File: src/rtl/frag_chk_pkg.sv
// Package: shared constants, enums and the CRC step for the fragment
// receive checker. Assumes fixed 128-bit words.
package frag_chk_pkg;

    localparam int WORD_W = 128;
    localparam int VEC_W  = 7;

    localparam logic [7:0] HDR_MARK = 8'h55;
    localparam logic [7:0] TRL_MARK = 8'hAA;

    // error vector bit positions
    localparam int EB_MARK  = 6;
    localparam int EB_VER   = 5;
    localparam int EB_LEN   = 4;
    localparam int EB_CRC   = 3;
    localparam int EB_SRC   = 2;
    localparam int EB_EMU   = 1;
    localparam int EB_TRUNC = 0;

    typedef enum logic [1:0] {
        EMU_REAL   = 2'b00,
        EMU_SENDER = 2'b01,
        EMU_RECV   = 2'b10,
        EMU_BAD    = 2'b11
    } emu_class_e;

    // USB CRC16, reflected form: one 128-bit word, bit 0 first
    function automatic logic [15:0] crc16_word(input logic [15:0] seed,
                                               input logic [WORD_W-1:0] d);
        logic [15:0] c;
        logic        fb;
        c = seed;
        for (int i = 0; i < WORD_W; i++) begin
            fb = c[0] ^ d[i];
            c  = {1'b0, c[15:1]};
            if (fb) c = c ^ 16'hA001;
        end
        return c;
    endfunction

    // Map a 16-bit event type to a 3-bit class, 0 for unknown codes
    function automatic logic [2:0] evt_class(input logic [15:0] t);
        return (t >= 16'd1 && t <= 16'd7) ? t[2:0] : 3'd0;
    endfunction

endpackage

File: src/rtl/frag_track.sv
// Fragment framing tracker. Follows header/trailer flags, counts words,
// holds the header verdicts until the trailer, and forms the report.
// Assumes header fields are sampled on the start beat and trailer fields
// on the end beat; a fresh start beat while open forces a framing error.
module frag_track
    import frag_chk_pkg::*;
#(
    parameter int          LEN_W   = 20,
    parameter int          SRC_W   = 16,
    parameter logic [3:0]  VERSION = 4'h1
) (
    input  logic              clk,
    input  logic              rst_n,
    input  logic              valid,
    input  logic              sof,
    input  logic              eof,
    input  logic [7:0]        marker,
    input  logic [3:0]        ver,
    input  logic [1:0]        emu,
    input  logic [15:0]       evt,
    input  logic [LEN_W-1:0]  len,
    input  logic [SRC_W-1:0]  src,
    input  logic [SRC_W-1:0]  exp_src,
    input  logic              trunc,
    input  logic              crc_ok,
    output logic              in_frag,
    output logic              rpt,
    output logic [VEC_W-1:0]  vec,
    output logic [1:0]        emu_c,
    output logic [2:0]        evt_c
);

    localparam logic [LEN_W-1:0] ONE = LEN_W'(1);

    logic [LEN_W-1:0] cnt_q;
    logic [LEN_W-1:0] cnt_cur;
    logic             mark_q, ver_q, src_q, emu_bad_q;
    logic             mark_cur, ver_cur, src_cur, emu_bad_cur;
    logic [1:0]       emu_q;
    logic [2:0]       evt_q;

    // Current-beat view of header verdicts and the word count
    always_comb begin
        if (sof) begin
            mark_cur    = in_frag || (marker != HDR_MARK);
            ver_cur     = ver != VERSION;
            src_cur     = src != exp_src;
            emu_bad_cur = emu == EMU_BAD;
            emu_c       = emu;
            evt_c       = evt_class(evt);
            cnt_cur     = ONE;
        end else begin
            mark_cur    = mark_q;
            ver_cur     = ver_q;
            src_cur     = src_q;
            emu_bad_cur = emu_bad_q;
            emu_c       = emu_q;
            evt_c       = evt_q;
            cnt_cur     = (cnt_q == '1) ? cnt_q : cnt_q + ONE;
        end
    end

    // Report on a trailer that closes a fragment
    always_comb begin
        rpt = valid && eof && (sof || in_frag);
        vec = '0;
        vec[EB_MARK]  = mark_cur || (marker != TRL_MARK);
        vec[EB_VER]   = ver_cur;
        vec[EB_LEN]   = cnt_cur != len;
        vec[EB_CRC]   = !crc_ok;
        vec[EB_SRC]   = src_cur;
        vec[EB_EMU]   = emu_bad_cur;
        vec[EB_TRUNC] = trunc;
    end

    // Track the open fragment and latch header verdicts
    always_ff @(posedge clk) begin
        if (!rst_n) begin
            in_frag   <= 1'b0;
            cnt_q     <= '0;
            mark_q    <= 1'b0;
            ver_q     <= 1'b0;
            src_q     <= 1'b0;
            emu_bad_q <= 1'b0;
            emu_q     <= 2'b00;
            evt_q     <= 3'd0;
        end else if (valid && sof) begin
            in_frag   <= !eof;
            cnt_q     <= cnt_cur;
            mark_q    <= mark_cur;
            ver_q     <= ver_cur;
            src_q     <= src_cur;
            emu_bad_q <= emu_bad_cur;
            emu_q     <= emu_c;
            evt_q     <= evt_c;
        end else if (valid && in_frag) begin
            cnt_q <= cnt_cur;
            if (eof) in_frag <= 1'b0;
        end
    end


    resync_open_chk: assert property (@(posedge clk) disable iff (!rst_n)
        (valid && sof && !eof) |=> in_frag);


    count_nonzero_chk: assert property (@(posedge clk) disable iff (!rst_n)
        in_frag |-> (cnt_q != '0));

endmodule

File: config.mk
export PLATFORM = sky130hd
export DESIGN_NAME = frag_track
export DESIGN_NICKNAME = d
export VERILOG_FILES = /design/src/rtl/frag_chk_pkg.sv /design/src/rtl/frag_track.sv
export SDC_FILE = /design/constraint.sdc
export NUM_CORES = 1
export LEC_CHECK = 0
export BUFFER_PORTS_ARGS = -buffer_cell sky130_fd_sc_hd__buf_2
export CAP_MARGIN = 20
export CORE_ASPECT_RATIO = 0.9
export CORE_MARGIN = 10
export CORE_UTILIZATION = 47
export CTS_BUF_LIST = sky130_fd_sc_hd__clkbuf_8
export DETAILED_ROUTE_END_ITERATION = 8
export GPL_ROUTABILITY_DRIVEN = 0
export GPL_TIMING_DRIVEN = 1
export PLACE_DENSITY = 0.79
export SYNTH_ARGS = -nofsm -noshare
export SYNTH_HDL_FRONTEND = slang
export SYNTH_SLANG_ARGS = --single-unit
File: constraint.sdc
create_clock -name clk -period 2.7 [get_ports clk]
set_input_delay 0.54 -clock clk [delete_from_list [all_inputs] [get_ports clk]]
set_output_delay 0.54 -clock clk [all_outputs]
set_load 0.02 [all_outputs]
* Yosys cells after proc, flatten, opt, wreduce, memory -nomap -nowiden
Index checks and enable logic that the tools add are counted.
** Storage, ports and cells
- Bits of input ports :: 89
- Logic and storage cells :: 45
- Register bits after elaboration :: 30
- Output and inout bits :: 14
** Cells by class
- Multiplexer cells :: 14
- Reductions and logical operators :: 13
- Equal/unequal tests :: 7
- $lt $le $gt $ge :: 2
- Add/subtract/negate cells :: 1
** Operators by type and width (count)
- $mux 20 :: 4
- $add 20x1->20 const B :: 1
- $eq 20x20->1 const B :: 1
- $ne 20x20->1 :: 1
- $ge 16x1->1 const B :: 1
- $le 16x3->1 const B :: 1
- $ne 16x16->1 :: 1
- $ne 8x7->1 const B :: 1
- $ne 8x8->1 const B :: 1
- $mux 1 :: 7
- $mux 3 :: 2
- $logic_and 1x1->1 :: 5
- $ne 4x1->1 const B :: 1
- $reduce_bool 2->1 :: 2
- $logic_or 1x1->1 :: 3
- $eq 2x2->1 const B :: 1
- $logic_not 1->1 :: 2
- $mux 2 :: 1
- $reduce_and 2->1 :: 1

* Logic depth before layout (Yosys ltp)
- Depth in word-level cells :: 5
- Mapped depth :: 9
- Depth with buffers taken out :: 8

* Worst setup path before layout
Ideal clock, no wire load.
- Kind :: register -> output
- From :: reg cnt_q[1]
- To :: out vec[4]
- Arrival time :: 2.488 ns
- Slack :: -0.328 ns
- Stages on the path, launching flop included :: 9
- Buffers on the path :: 0
- Data required time :: 2.160 ns
- Cells stage by stage :: dfxtp_1 ha_1 nand3_1 nor2_1 mux2i_1 o22ai_1 or4_1 a2111oi_1 nand4_1
** On the way
- Longest elaborated chain between the ends :: 4
- Elaborated cells between the ends (all ways) :: 5
- Those cells by class :: add/sub: 1; eq/ne: 2; mux: 2
** RTL lines
- from (decl) :: line frag_track.sv:35 : logic [LEN_W-1:0] cnt_q;
- from (signal assigned) :: line frag_track.sv:89 : cnt_q <= cnt_cur;
- from (signal assigned) :: line frag_track.sv:97 : cnt_q <= cnt_cur;
- $add 20x1->20 / $eq 20x20->1 (equally long branches) :: line frag_track.sv:59 : cnt_cur = (cnt_q == '1) ? cnt_q : cnt_q + ONE;
- $mux 20 * :: line frag_track.sv:59
- $mux 20 * :: line frag_track.sv:44 : if (sof) begin
- $ne 20x20->1 * :: line frag_track.sv:69 : vec[EB_LEN] = cnt_cur != len;
- to (decl) :: line frag_track.sv:28 : output logic [VEC_W-1:0] vec,
Mark *: on every way between the ends. The rest lies on a longest branch, timed or not.

* Worst setup path in the final report
- From :: reg cnt_q[15]
- To :: out vec[4]
The elaborated chain is that of the path after synthesis.

==> metrics.md <==
| Metric | Value |
|---|---|
| Worst Path Max Fanout | 5 |
| Largest area contributor in the netlist | dfxtp_1 |
| Root Buffer | clkbuf_8 |
| Final Hold Viols | 0 |
| Routed via count | 4,020 |
| Final Skew | 0.00932 ns |
| Port bufs | 100 |
| Clock share of power | 0.337 |
| Area grow syn2layout | 50.1% |
| Pint | 781 uW |
| Final WS setup | -0.449 ns |
| Fin Hold WS | 0.458 ns |
| Post-Route Setup TNS | -0.449 ns |
| Initial antenna violation count | 0 |
| Die Span Y | 95.5 um |
| Crit path time final | 3.15 ns |
| Finished Cell Area | 4470 um2 |
| Placed Instances | 657 |
| Cts-stage hold buffer count | 0 |
| Run status | finished, violations left |
| Worst-margin pin slew | 0.653 ns |
| Seq cells post-synth | 30 |
| Top layer in use | met4 |
| Data arrival, critical path | 2.61 ns |
| Final WL | 12.0 mm |
| Final Max Slew Viols | 0 |
| Core ar. | 6150 um2 |
| Avg WL per Cell | 17.8 um |
| Clk slew on worst S/H paths | 0.07 ns |
| Final period util | 1.17 |
| Synthesized Nets | 500 |
| Power Dens Cells | 246 nW/um2 |
| Most frequent cells in the layout | buf_4, buf_2, nor2_1 |
| Post-DP HPWL | 9.33 mm |
| Worst Path Required | 2.16 ns |
| Yosys top cell area share | 0.202 |
| Worst path cell trace | and4_2 -> a2111oi_4 -> xor2_1 -> mux2i_1 -> o311ai_0 -> nor2b_1 -> nand4_1 -> buf_6 |
| Vias per cell | 5.96 |
| Clock sink total | 30 |
| Max Clock Freq | 318 MHz |
| First-pass GRT wire length | 18.7 mm |
| Prevailing post-synth register cell | dfxtp_1 |
| Sequential element share of the synthesized area | 0.202 |
| Cell Area, Synth | 2980 um2 |
| Die area | 9930 um2 |
| Post-synth ARST share | 0 |
| FILL cells | 485 |
| Rows | 27 |
| Gr ovfl total | 0 |
| Largest net degree at the start of global routing | 28 |
| Critical path launch point type | register |
| CTS H-Tree Depth | 2 |
| Gate count of the mapped netlist | 410 |
| CP endpoint kind | output port |
| Initial DRC Count | 383 |
| DRC viols | 0 |
| Commonest non-fill, non-tap cell in the layout | buf_4 |
| Leak pwr | 1.91 nW |
| Hold Path Class | register to register |
| Top-level I/O count | 103 |
| CP max-delay cell | a2111oi_4 |
| All-Layer GR Usage | 0.224 |
| Largest stage delay, worst path | 0.47 ns |
| Initial DRT Pass Iterations | 7 |
| Number of CTS-inserted buffers | 5 |
| Max clock buf depth | 2 |
| Setup WS pre-CTS | -0.463 ns |
| Worst rel slew slack | 0.562 |
| Post-Syn Area per Cell | 7.27 um2 |
| Final Non-Filler Cells | 674 |
| N_diodes | 0 |
| Vias in the first global route | 3,954 |
| Yosys Warn Count | 0 |
| Synth top area cells | dfxtp_1, a21oi_1, nor2_1, xor2_1, o21ai_0 |
| CTS tree | built |
| Total power | 1.10 mW |
| NumNets Final | 676 |
| Share of post-route cells with drive strength above 1 | 0.443 |
| Sequential share of power | 0.411 |
| Sw power | 321 uW |
| RSZ-0062 raised after global routing | true |
| M1 WL | 4.97 mm |
| Max-cap violation count | 0 |
| Utilization after layout | 0.728 |
| Kind of critical path | register to output port |
| Initial cell density of the core | 0.485 |
| DR WL met2 | 5.39 mm |
| Detail Route Antenna Nets | 0 |
| WL met3 | 1.37 mm |
| Final Setup Violations | 1 |
| EDFF count, synth | 0 |
| Combinational share of power | 0.253 |
| Clk_lat worst skew | 0.28 ns |
| Die X | 104 um |
| Peak supply drop | 0.000231 V |
| Switching part of the total | 0.291 |
| Dpl cell area | 4140 um2 |
| Violated checks | negative setup slack |
| Library cells used by synthesis | 76 |
==> registers in the layout, summed over array words and instances (netlist names) <==
register / flops
cnt_q: 20
emu_bad_q: 1
emu_q: 2
evt_q: 3
in_frag: 1
mark_q: 1
src_q: 1
ver_q: 1
==> Yosys cell counts (all sizes together) (5+ instances only) <==
library cell and n:
nor2 40, nand2 35, a21oi 30, dfxtp 30, o21ai 26, nand3 23, buf 19, xor2 16
inv 14, clkbuf 13, nand4 12, nor4 12, nor3 9, xnor2 9, a31oi 8, mux2i 7
or4 7, and4 6, mux2 6, and3 5, nor2b 5
==> repair_timing <==
action / in CTS / in global routing
gates resized for setup: 26 / 18
pin swaps: 10 / 10
setup buffers: 2 / 7
endpoints found under the setup margin: 1 / 1
==> layout make-up <==
| class | instances | area, um2 | area share |
|---|---|---|---|
| clock inverter | 2 | 8.76 | 0.00196 |
| clock buffer | 6 | 82.6 | 0.0185 |
| tap | 87 | 109 | 0.0243 |
| timing repair buffer | 201 | 1280 | 0.287 |
| multi-input combinational | 332 | 2300 | 0.515 |
| sequential | 30 | 626 | 0.140 |
| inverter | 16 | 60.1 | 0.0134 |
==> power by group through the flow <==
stage          combinational [mW]  clock [mW]  sequential [mW]
2_1_floorplan               0.128           0            0.464
3_3_place_gp                0.254           0            0.465
3_5_place_dp                0.262           0            0.465
4_1_cts                     0.271       0.373            0.456
5_1_grt                     0.303       0.393            0.453
6_report                    0.279       0.371            0.452
==> cell families after synthesis <==
logic type,synth area share
buffers and inverters,0.0747
adder cells (fa/ha/maj),0.00420
flip-flops,0.202
XOR/XNOR,0.0735
AND/OR/NAND/NOR,0.343
AO/OA/AOI/OAI,0.257
multiplexers,0.0462
==> critical path, delay by kind of cell (launching register included) <==
kind | cells | cell delay (ns)
AND/OR/NAND/NOR | 3 | 0.63
flip-flops | 1 | 0.37
multiplexers | 1 | 0.22
XOR/XNOR | 1 | 0.28
AO/OA/AOI/OAI | 2 | 0.66
buffers and inverters | 1 | 0.17
==> path summary, 6_finish.rpt <==
path                            cells past startpoint  slack (ns)                   start               endpoint
worst max-delay path                                8       -0.45  cnt_q[15]$_SDFFE_PN0P_                 vec[4]
worst min-delay path                                2        0.46   evt_q[0]$_SDFFE_PN0P_  evt_q[0]$_SDFFE_PN0P_
worst max register to register                      7        0.46  cnt_q[15]$_SDFFE_PN0P_  cnt_q[1]$_SDFFE_PN0P_
worst min register to register                      2        0.46   evt_q[0]$_SDFFE_PN0P_  evt_q[0]$_SDFFE_PN0P_
==> per-layer routing <==
metal  track usage  vias up
met3        0.0681       24
met5             0        -
met4        0.0764        0
li1              -     1891
met2         0.376      275
met1         0.270     1830
No activity file was read; power rests on OpenSTA's default activity.
